### config.mk
export PLATFORM = sky130hd
export DESIGN_NAME = fn_event_queue
export DESIGN_NICKNAME = d
export VERILOG_FILES = /design/src/rtl/fneq_pkg.sv /design/src/rtl/fneq_store.sv /design/src/rtl/fneq_hp_seq.sv /design/src/rtl/fneq_rsp.sv /design/src/rtl/fn_event_queue.sv
export SDC_FILE = /design/constraint.sdc
export NUM_CORES = 2
export LEC_CHECK = 0
export BUFFER_PORTS_ARGS = -buffer_cell sky130_fd_sc_hd__buf_2
export CORE_MARGIN = 2
export CORE_UTILIZATION = 35
export CTS_CLUSTER_DIAMETER = 80
export CTS_CLUSTER_SIZE = 30
export DETAILED_ROUTE_END_ITERATION = 8
export SYNTH_ARGS = -nofsm -noshare
export SYNTH_HDL_FRONTEND = slang
export SYNTH_HIERARCHICAL = 1
export SYNTH_SLANG_ARGS = --single-unit
### constraint.sdc
create_clock -name clk -period 19.2 [get_ports clk]
set_input_delay 0.96 -clock clk [delete_from_list [all_inputs] [get_ports clk]]
set_output_delay 0.96 -clock clk [all_outputs]
set_load 0.05 [all_outputs]
### src/rtl/fneq_pkg.sv
package fneq_pkg;

    typedef enum logic [1:0] {
        CLS_NONE  = 2'd0,
        CLS_ERR   = 2'd1,
        CLS_AVAIL = 2'd2
    } evt_cls_e;

    typedef struct packed {
        evt_cls_e    cls;
        logic [31:0] fid;
        logic [31:0] fh;
        logic [31:0] qual;
        logic [63:0] addr;
        logic [15:0] code;
    } evt_rec_t;

    localparam logic [15:0] AV_STBY_TO_CFG = 16'h0301;
    localparam logic [15:0] AV_RSV_TO_STBY = 16'h0302;
    localparam logic [15:0] AV_CFG_TO_STBY = 16'h0304;
    localparam logic [15:0] AV_STBY_TO_RSV = 16'h0308;
    localparam logic [7:0]  NOTIFY_TYPE    = 8'd2;

endpackage

### src/rtl/fneq_store.sv
module fneq_store
    import fneq_pkg::*;
#(
    parameter int DEPTH = 8
) (
    input  logic     clk,
    input  logic     rst_n,
    input  logic     push_i,
    input  evt_rec_t push_rec_i,
    input  logic     pop_i,
    output evt_rec_t head_o,
    output logic     empty_o,
    output logic     notify_o,
    output logic     pending_o,
    output logic     ovf_o
);
    localparam int PTR_W = (DEPTH > 1) ? $clog2(DEPTH) : 1;
    localparam int CNT_W = $clog2(DEPTH + 1);
    localparam logic [CNT_W-1:0] CNT_FULL = CNT_W'(DEPTH);
    localparam logic [PTR_W-1:0] PTR_LAST = PTR_W'(DEPTH - 1);

    typedef struct packed {
        logic [PTR_W-1:0] wr;
        logic [PTR_W-1:0] rd;
        logic [CNT_W-1:0] cnt;
        logic             ovf;
        logic             notify;
    } st_t;

    st_t      q, d;
    evt_rec_t mem [DEPTH];
    logic     full, push_ok, pop_ok;

    function automatic logic [PTR_W-1:0] ptr_step(input logic [PTR_W-1:0] p);
        return (p == PTR_LAST) ? '0 : p + 1'b1;
    endfunction

    always_comb begin
        d       = q;
        full    = (q.cnt == CNT_FULL);
        push_ok = push_i && !full;
        pop_ok  = pop_i && (q.cnt != '0);
        d.notify = push_ok;
        if (push_i && full) d.ovf = 1'b1;
        if (push_ok) d.wr = ptr_step(q.wr);
        if (pop_ok)  d.rd = ptr_step(q.rd);
        case ({push_ok, pop_ok})
            2'b10:   d.cnt = q.cnt + 1'b1;
            2'b01:   d.cnt = q.cnt - 1'b1;
            default: d.cnt = q.cnt;
        endcase
    end

    always_ff @(posedge clk) begin
        if (!rst_n) q <= '0;
        else        q <= d;
    end

    always_ff @(posedge clk) begin
        if (push_ok) mem[q.wr] <= push_rec_i;
    end

    assign head_o    = mem[q.rd];
    assign empty_o   = (q.cnt == '0);
    assign notify_o  = q.notify;
    assign pending_o = (q.cnt != '0);
    assign ovf_o     = q.ovf;


    cnt_bound_chk: assert property (@(posedge clk) disable iff (!rst_n)
        q.cnt <= CNT_FULL);

    ovf_sticky_chk: assert property (@(posedge clk) disable iff (!rst_n)
        q.ovf |=> q.ovf);

    drop_full_chk: assert property (@(posedge clk) disable iff (!rst_n)
        (push_i && q.cnt == CNT_FULL && !pop_i) |=> (q.cnt == $past(q.cnt)) && !q.notify);

    notify_pending_chk: assert property (@(posedge clk) disable iff (!rst_n)
        q.notify |-> (q.cnt != '0));
endmodule

### src/rtl/fneq_hp_seq.sv
module fneq_hp_seq
    import fneq_pkg::*;
#(
    parameter int NSLOT = 4,
    localparam int SLOT_W = (NSLOT > 1) ? $clog2(NSLOT) : 1
) (
    input  logic              clk,
    input  logic              rst_n,
    input  logic              plug_i,
    input  logic              unplug_i,
    input  logic [SLOT_W-1:0] slot_i,
    input  logic [31:0]       fid_i,
    input  logic [31:0]       fh_i,
    input  logic              cfg_set_i,
    input  logic [SLOT_W-1:0] cfg_slot_i,
    input  logic              cfg_val_i,
    input  logic              grant_i,
    output logic              req_o,
    output evt_rec_t          rec_o,
    output logic              busy_o
);
    typedef enum logic [2:0] {
        SQ_IDLE = 3'd0,
        SQ_P1   = 3'd1,
        SQ_P2   = 3'd2,
        SQ_U1   = 3'd3,
        SQ_U2   = 3'd4
    } sq_e;

    typedef struct packed {
        sq_e                   st;
        logic [31:0]           fid;
        logic [31:0]           fh;
        logic [NSLOT-1:0][31:0] tab_fid;
        logic [NSLOT-1:0][31:0] tab_fh;
        logic [NSLOT-1:0]       tab_cfg;
    } st_t;

    st_t         q, d;
    logic [15:0] code;

    always_comb begin
        d     = q;
        req_o = 1'b0;
        code  = '0;
        case (q.st)
            SQ_P1: begin
                req_o = 1'b1;
                code  = AV_RSV_TO_STBY;
                if (grant_i) d.st = SQ_P2;
            end
            SQ_P2: begin
                req_o = 1'b1;
                code  = AV_STBY_TO_CFG;
                if (grant_i) d.st = SQ_IDLE;
            end
            SQ_U1: begin
                req_o = 1'b1;
                code  = AV_CFG_TO_STBY;
                if (grant_i) d.st = SQ_U2;
            end
            SQ_U2: begin
                req_o = 1'b1;
                code  = AV_STBY_TO_RSV;
                if (grant_i) d.st = SQ_IDLE;
            end
            default: ;
        endcase

        if (cfg_set_i) d.tab_cfg[cfg_slot_i] = cfg_val_i;

        if (q.st == SQ_IDLE) begin
            if (plug_i) begin
                d.tab_fid[slot_i] = fid_i;
                d.tab_fh[slot_i]  = fh_i;
                d.tab_cfg[slot_i] = 1'b1;
                d.fid = fid_i;
                d.fh  = fh_i;
                d.st  = SQ_P1;
            end else if (unplug_i) begin
                d.fid = q.tab_fid[slot_i];
                d.fh  = q.tab_fh[slot_i];
                d.st  = q.tab_cfg[slot_i] ? SQ_U1 : SQ_U2;
                d.tab_cfg[slot_i] = 1'b0;
                d.tab_fid[slot_i] = '0;
                d.tab_fh[slot_i]  = '0;
            end
        end

        rec_o = '{cls: CLS_AVAIL, fid: q.fid, fh: q.fh, qual: 32'h0, addr: 64'h0, code: code};
    end

    always_ff @(posedge clk) begin
        if (!rst_n) q <= '0;
        else        q <= d;
    end

    assign busy_o = (q.st != SQ_IDLE);


    plug_step_chk: assert property (@(posedge clk) disable iff (!rst_n)
        (q.st == SQ_P1 && grant_i) |=> (q.st == SQ_P2));

    unplug_step_chk: assert property (@(posedge clk) disable iff (!rst_n)
        (q.st == SQ_U1 && grant_i) |=> (q.st == SQ_U2));

    hold_step_chk: assert property (@(posedge clk) disable iff (!rst_n)
        (q.st != SQ_IDLE && !grant_i) |=> (q.st == $past(q.st)));
endmodule

### src/rtl/fneq_rsp.sv
module fneq_rsp
    import fneq_pkg::*;
(
    input  logic        clk,
    input  logic        rst_n,
    input  logic        pop_i,
    input  logic        empty_i,
    input  evt_rec_t    head_i,
    output logic        valid_o,
    output logic        status_o,
    output logic [7:0]  nt_o,
    output logic [1:0]  cls_o,
    output logic [63:0] w0_o,
    output logic [63:0] w1_o,
    output logic [63:0] w2_o
);
    typedef struct packed {
        logic        valid;
        logic        status;
        logic [7:0]  nt;
        logic [1:0]  cls;
        logic [63:0] w0;
        logic [63:0] w1;
        logic [63:0] w2;
    } st_t;

    st_t q, d;

    always_comb begin
        d       = q;
        d.valid = pop_i;
        if (pop_i) begin
            if (empty_i) begin
                d.status = 1'b1;
                d.nt     = '0;
                d.cls    = CLS_NONE;
                d.w0     = '0;
                d.w1     = '0;
                d.w2     = '0;
            end else begin
                d.status = 1'b0;
                d.nt     = NOTIFY_TYPE;
                d.cls    = head_i.cls;
                d.w0     = {head_i.fid, head_i.fh};
                d.w1     = {head_i.qual, head_i.addr[63:32]};
                d.w2     = {head_i.addr[31:0], head_i.code, 16'h0000};
            end
        end
    end

    always_ff @(posedge clk) begin
        if (!rst_n) q <= '0;
        else        q <= d;
    end

    assign valid_o  = q.valid;
    assign status_o = q.status;
    assign nt_o     = q.nt;
    assign cls_o    = q.cls;
    assign w0_o     = q.w0;
    assign w1_o     = q.w1;
    assign w2_o     = q.w2;


    rsp_timing_chk: assert property (@(posedge clk) disable iff (!rst_n)
        pop_i |=> valid_o);

    cls_legal_chk: assert property (@(posedge clk) disable iff (!rst_n)
        (pop_i && !empty_i) |-> (head_i.cls == CLS_ERR || head_i.cls == CLS_AVAIL));

    avail_zero_chk: assert property (@(posedge clk) disable iff (!rst_n)
        (valid_o && cls_o == CLS_AVAIL) |-> (w1_o == '0 && w2_o[63:32] == '0));
endmodule

### src/rtl/fn_event_queue.sv
module fn_event_queue
    import fneq_pkg::*;
#(
    parameter int DEPTH = 8,
    parameter int NSLOT = 4,
    localparam int SLOT_W = (NSLOT > 1) ? $clog2(NSLOT) : 1
) (
    input  logic              clk,
    input  logic              rst_n,
    input  logic              err_post_i,
    input  logic [31:0]       err_fid_i,
    input  logic [31:0]       err_fh_i,
    input  logic [31:0]       err_qual_i,
    input  logic [63:0]       err_addr_i,
    input  logic [15:0]       err_code_i,
    input  logic              plug_i,
    input  logic              unplug_i,
    input  logic [SLOT_W-1:0] hp_slot_i,
    input  logic [31:0]       hp_fid_i,
    input  logic [31:0]       hp_fh_i,
    input  logic              cfg_set_i,
    input  logic [SLOT_W-1:0] cfg_slot_i,
    input  logic              cfg_val_i,
    input  logic              pop_i,
    output logic              rsp_valid_o,
    output logic              rsp_status_o,
    output logic [7:0]        rsp_nt_o,
    output logic [1:0]        rsp_cls_o,
    output logic [63:0]       rsp_w0_o,
    output logic [63:0]       rsp_w1_o,
    output logic [63:0]       rsp_w2_o,
    output logic              pending_o,
    output logic              notify_o,
    output logic              overflow_o,
    output logic              hp_busy_o
);
    evt_rec_t seq_rec, err_rec, ins_rec, head;
    logic     seq_req, seq_grant, ins_valid, empty;

    always_comb begin
        err_rec   = '{cls: CLS_ERR, fid: err_fid_i, fh: err_fh_i, qual: err_qual_i,
                      addr: err_addr_i, code: err_code_i};
        seq_grant = seq_req && !err_post_i;
        ins_valid = err_post_i || seq_req;
        ins_rec   = err_post_i ? err_rec : seq_rec;
    end

    fneq_hp_seq #(.NSLOT(NSLOT)) u_seq (
        .clk        (clk),
        .rst_n      (rst_n),
        .plug_i     (plug_i),
        .unplug_i   (unplug_i),
        .slot_i     (hp_slot_i),
        .fid_i      (hp_fid_i),
        .fh_i       (hp_fh_i),
        .cfg_set_i  (cfg_set_i),
        .cfg_slot_i (cfg_slot_i),
        .cfg_val_i  (cfg_val_i),
        .grant_i    (seq_grant),
        .req_o      (seq_req),
        .rec_o      (seq_rec),
        .busy_o     (hp_busy_o)
    );

    fneq_store #(.DEPTH(DEPTH)) u_store (
        .clk        (clk),
        .rst_n      (rst_n),
        .push_i     (ins_valid),
        .push_rec_i (ins_rec),
        .pop_i      (pop_i),
        .head_o     (head),
        .empty_o    (empty),
        .notify_o   (notify_o),
        .pending_o  (pending_o),
        .ovf_o      (overflow_o)
    );

    fneq_rsp u_rsp (
        .clk      (clk),
        .rst_n    (rst_n),
        .pop_i    (pop_i),
        .empty_i  (empty),
        .head_i   (head),
        .valid_o  (rsp_valid_o),
        .status_o (rsp_status_o),
        .nt_o     (rsp_nt_o),
        .cls_o    (rsp_cls_o),
        .w0_o     (rsp_w0_o),
        .w1_o     (rsp_w1_o),
        .w2_o     (rsp_w2_o)
    );


    err_first_chk: assert property (@(posedge clk) disable iff (!rst_n)
        (err_post_i && hp_busy_o) |=> hp_busy_o);
endmodule

-- Yosys cells after proc, flatten, opt, wreduce, memory -nomap -nowiden
Memory sizes are Yosys's and may differ from the RTL's. A register that Yosys moved wholly into a read port is not among the register bits.
Index checks and enable logic that the tools add are counted.
- eq/ne operators: 9
- reductions and logical operators: 18
- muxes and demuxes: 35
- bitwise gates (word level): 6
- magnitude comparators: 4
- add/subtract/negate cells: 4
- operators by type and width (operator ; count):
    $mux 327 ; 3
    $and 128x128->128 ; 2
    $bwmux 128 ; 2
    $mux 203 ; 1
    $mux 178 ; 1
    $bmux 32 s2 ; 2
    $not 128->128 ; 1
    $mux 32 ; 3
    $demux 32 s2 ; 1
    $pmux 10 s4 ; 1
    $mux 3 ; 8
    $eq 3x3->1 const B ; 3
    $pmux 3 s3 ; 1
    $pmux 4 s2 ; 1
    $add 3x1->3 const B ; 2
    $eq 3x2->1 const B ; 2
    $logic_and 1x1->1 ; 6
    $lt 2x3->1 const B ; 2
    $mux 1 ; 6
    $add 4x1->4 const B ; 1
    $and 4x4->4 ; 1
    $bwmux 4 ; 1
    $demux 1 s2 ; 2
    $eq 4x4->1 const B ; 1
    19 further kinds ; 22
- logic and storage cells: 101
- memory bits (writable): 1424
- input bits: 252
- memories: 1
- register bits: 543
- memory list (name ; depth ; width ; read ports ; clocked after memory_dff ; wr ports ; line ; RTL):
    u_store.mem ; 8 ; 178 ; 1 ; 1 ; 1 ; fneq_store.sv:31 ; evt_rec_t mem [DEPTH];

-- Logic depth before layout (Yosys ltp)
- depth after elaboration: 10
- depth in mapped cells: 14
- depth with buffers taken out: 11

-- Hierarchy
The synthesis kept the hierarchy.
- by module, submodules not included (module ; times used ; sequential area each (sq um) ; area an instance (sq um) ; cells each):
    fneq_store ; 1 ; 43061.3 ; 54217.0 ; 2143
    fneq_hp_seq ; 1 ; 6546.3 ; 14826.7 ; 1681
    fneq_rsp ; 1 ; 3623.5 ; 7772.5 ; 825
    fn_event_queue ; 1 ; 0.0 ; 2542.4 ; 200

-- Worst setup path after synthesis
OpenSTA, ideal clock, no wires.
- path type: input-to-reg
- from: input err_post_i
- to: memory u_store/mem[0][0] in the netlist's numbering, enable pin
- arrival: 18.609 ns
- path slack: -0.560 ns
- stages: 7
- cells stage by stage: buf_6 buf_6 buf_6 or2_2 a21bo_2 buf_2 nor4_1
- longest elaborated chain between the ends: 4
- RTL lines (item ; line ; RTL):
    from (decl) ; fn_event_queue.sv:10 ; input logic err_post_i,
    $logic_or 1x1->1 ; fn_event_queue.sv:44 ; ins_valid = err_post_i || seq_req;
    via ins_valid ; fn_event_queue.sv:38 ; logic seq_req, seq_grant, ins_valid, empty;
    $logic_and 1x1->1 ; fneq_store.sv:41 ; push_ok = push_i && !full;
    $mux 1 ; fneq_store.sv:60 ; if (push_ok) mem[q.wr] <= push_rec_i;
    $mux 1 (implied by the code) ; fneq_store.sv:60 ;
    to (decl) ; fneq_store.sv:31 ;
The timed path passes the listed nets, and every way through them passes these cells.

==> summary.txt <==
STA
  • Final slew viol count: 0
  • Fmax: 185 MHz
  • Final worst-path cycle share: 28.1%
  • Max-slew headroom: 20.5%
  • Final Hold Viols: 0
  • Setup Viol. Count Final: 0
  • RSZ-0062 raised after global routing: false
  • Final WS setup: 13.80 ns
  • Minimum clock period: 5.40 ns
  • Tightest Pin Transition: 1.19 ns
  • Setup total negative slack: 0 ns
  • Layout Skew: 0.0509 ns
  • Final hold slack: 0.476 ns

Critical path
  • Crit-path max cell delay: 1.03 ns
  • Setup crit end kind: register
  • CP max-delay cell: dfxtp_4
  • Crit path kind: register to register
  • Reg2Reg Setup Slack: 13.80 ns
  • Setup crit start kind: register
  • Crit path DAT: 6.04 ns
  • CP Data Required Time: 19.84 ns
  • Buf+Inv Stages, Crit Path: 4
  • Top delay family on crit path: buffers and inverters
  • Worst-path maximum fanout: 49
  • Critical-path cell list: buf_4, buf_4, buf_4, buf_4, mux4_2, mux2_2, nand2_1, o21ai_2
  • Cell mode on critical path: buf_4

Detailed routing
  • Iter 0 DRT Violations: 3659
  • Via density: 5.24
  • WL/cell: 24.3 microns
  • Via count: 42.5k
  • Residual DRC: 0
  • DRT Pass-1 Iters: 5
  • Routed WL: 197000 microns
  • Routed Antenna Nets: 0

Die
  • Rows: 174
  • Die Height: 480 microns
  • Die area: 231000 sq um
  • Boundary Pins: 460
  • Starting Density: 35.3%
  • Die Wd: 480 microns
  • Core box area: 225000 sq um

Clocking
  • CTS H-Tree Depth: 3
  • Number of CTS-inserted buffers: 98
  • Clk root buf: clkbuf_16
  • Clk Latency, worst-skew pair: 0.79 ns
  • Post-cts hold buffer count: 0
  • Clock slew at reported path FFs: 0.11 ns
  • Setup Buffers After CTS: 0
  • CTS tree: yes
  • Worst-case clock buffer depth: 3
  • Sink Count: 1947
  • PostCTS Resize Cnt: 0

Placement
  • Hpwl dp: 112000 microns
  • Port bufs: 436
  • RD Place Congestion: 0.730
  • Post-place setup slack: 13.58 ns

Synth
  • Post-Synth XOR/XNOR Area: 0.0331%
  • Post-Synth Adder-Cell Area: 0.110%
  • Yosys warns: 6
  • Compound-Gate Fraction of Synth Area: 5.87%
  • Largest family of logic cells by synthesized area: multiplexers
  • Syn Area/Cell: 16.4 sq um
  • EDFF count, synth: 1424
  • Post-synthesis cell type count: 60
  • Sequential area share after synthesis: 67.1%
  • Mux contribution to synthesized area: 17.4%
  • Seq cells post-synth: 1947
  • Ys async rst share: 0%
  • Synthesized area: 79400 sq um
  • Post-synthesis simple-gate area fraction: 4.98%
  • Main synth FF type: edfxtp_1
  • Synth Instances: 4849

Finish
  • Share of cells above drive strength 1: 31.2%
  • Fin util: 38.5%
  • Most frequent cells in the layout: edfxtp_1 (1424), nand2_1 (576), dfxtp_1 (520)
  • Commonest non-fill, non-tap cell in the layout: edfxtp_1
  • NumNets Final: 5281
  • Layout area overhead: 9.10%

Global route
  • Largest net degree at the start of global routing: 158
  • Tot GR Track Use: 16.6%
  • Grt ovf: 0
  • Initial antenna violation count: 21
  • Global-route wire length before repair: 286000 microns
  • Vias in the first global route: 42.0k

Power and ir drop
  • Internal: 7490 uW
  • Clock power frac: 23.5%
  • Sequential fraction of design power: 49.6%
  • Combinational share of power: 26.9%
  • Leakage dissipation: 0.0288 uW
  • Pwr per Cell Area: 128 nW/um^2
  • Sw Share: 32.3%
  • Switching pwr: 3580 uW
  • Peak supply drop: 0.000108 V

Min path
  • Path type of the worst min-delay path: register to register

Run
  • Maxcap violations: 0

Run status
  • Status: finished, final reports clean
## cells in the mapped netlist (2+ instances only)
| master | n | area share [%] |
|---|---|---|
| inv_1 | 4 | 0.019 |
| nor3b_1 | 3 | 0.028 |
| nand3b_1 | 182 | 1.7 |
| mux2_2 | 261 | 3.7 |
| a21oi_1 | 6 | 0.038 |
| o21ai_0 | 114 | 0.72 |
| and2_1 | 3 | 0.024 |
| nor4_1 | 2 | 0.016 |
| nor2b_1 | 8 | 0.063 |
| mux2_4 | 96 | 1.8 |
| conb_1 | 3 | 0.014 |
| buf_4 | 200 | 1.9 |
| a21boi_0 | 7 | 0.066 |
| o211ai_1 | 65 | 0.61 |
| buf_1 | 42 | 0.20 |
| buf_2 | 126 | 0.79 |
| buf_6 | 54 | 0.77 |
| or2_2 | 2 | 0.016 |
| o221a_1 | 9 | 0.13 |
| xor2_1 | 2 | 0.022 |
| clkbuf_1 | 124 | 0.59 |
| o221a_2 | 55 | 0.78 |
| or3b_1 | 2 | 0.022 |
| o21ai_1 | 10 | 0.063 |
| and3_1 | 4 | 0.032 |
| nand2_1 | 579 | 2.7 |
| o21ai_2 | 120 | 1.3 |
| nor2_1 | 8 | 0.038 |
| o22ai_1 | 256 | 2.0 |
| or3_1 | 3 | 0.024 |
| ha_1 | 7 | 0.11 |
| o41ai_1 | 2 | 0.022 |
| nand3_1 | 5 | 0.032 |
| buf_12 | 11 | 0.28 |
| mux4_2 | 357 | 10 |
| dfxtp_1 | 523 | 13 |
| a221oi_1 | 3 | 0.033 |
| nand2b_1 | 6 | 0.047 |
| edfxtp_1 | 1424 | 54 |
| mux2i_1 | 136 | 1.7 |
| nor3_1 | 6 | 0.038 |
## worst register-to-register path, delay by kind of cell (launching register included)
family / cells / cell delay [ns]
flops: 1 / 1.03
mux: 2 / 0.89
simple gates: 1 / 0.07
compound gates: 1 / 0.06
buf+inv: 4 / 3.23
## final cells by class
cell class,instances,area [sq um]
tap,2992,3740
antenna,11,27.5
inverter,5,18.8
timing repair buffer,503,2840
clock inverter,67,926
sequential,1947,53200
clock buffer,119,2670
fill,20746,139000
multi-input combinational,2467,23100
## stage by stage
| step | instance area, sq um | total power, uW | instances |
|---|---|---|---|
| after floorplan | 79800 | 8000 | 4977 |
| after detailed placement | 83000 | 8630 | 7914 |
| final | 86600 | 11100 | 8111 |
| after global placement | 83000 | 8590 | 7914 |
| after global routing | 86600 | 11600 | 8101 |
| after CTS | 86600 | 11200 | 8100 |
## metal layers
layer | wire (microns) | global-route usage, % | up-vias
li1 | - | - | 18797
met1 | 88200 | 23.4 | 22324
met2 | 95400 | 27.5 | 1196
met3 | 10400 | 2.12 | 160
met4 | 2730 | 3.13 | 18
met5 | 116 | 0 | -
## logic make-up (layout without fill, tap and decap cells)
kind of cell    count (synthesis)  count (layout)
mux                           850             850
other cells                     3             142
fa+ha+maj                       7               7
simple gates                  823             823
buf+inv                       563             694
flops                        1947            1947
xor+xnor                        3               3
compound gates                653             653
## path summary, 6_finish.rpt
kind / start / endpoint / cells after the start
setup / recovery: register / u_rsp/w1_o[42] / 8
hold / removal: register / register / 2
setup reg to reg: register / u_rsp/w1_o[42] / 8
hold reg to reg: register / register / 2
## power groups by stage
stage / clock network [uW] / logic, uW / registers, uW
3_3_place_gp: 0 / 3010 / 5570
4_1_cts: 2680 / 3040 / 5500
3_5_place_dp: 0 / 3030 / 5600
5_1_grt: 2820 / 3190 / 5550
6_report: 2600 / 2980 / 5490
2_1_floorplan: 0 / 2010 / 5990
Power figures use the tool's default switching activity.
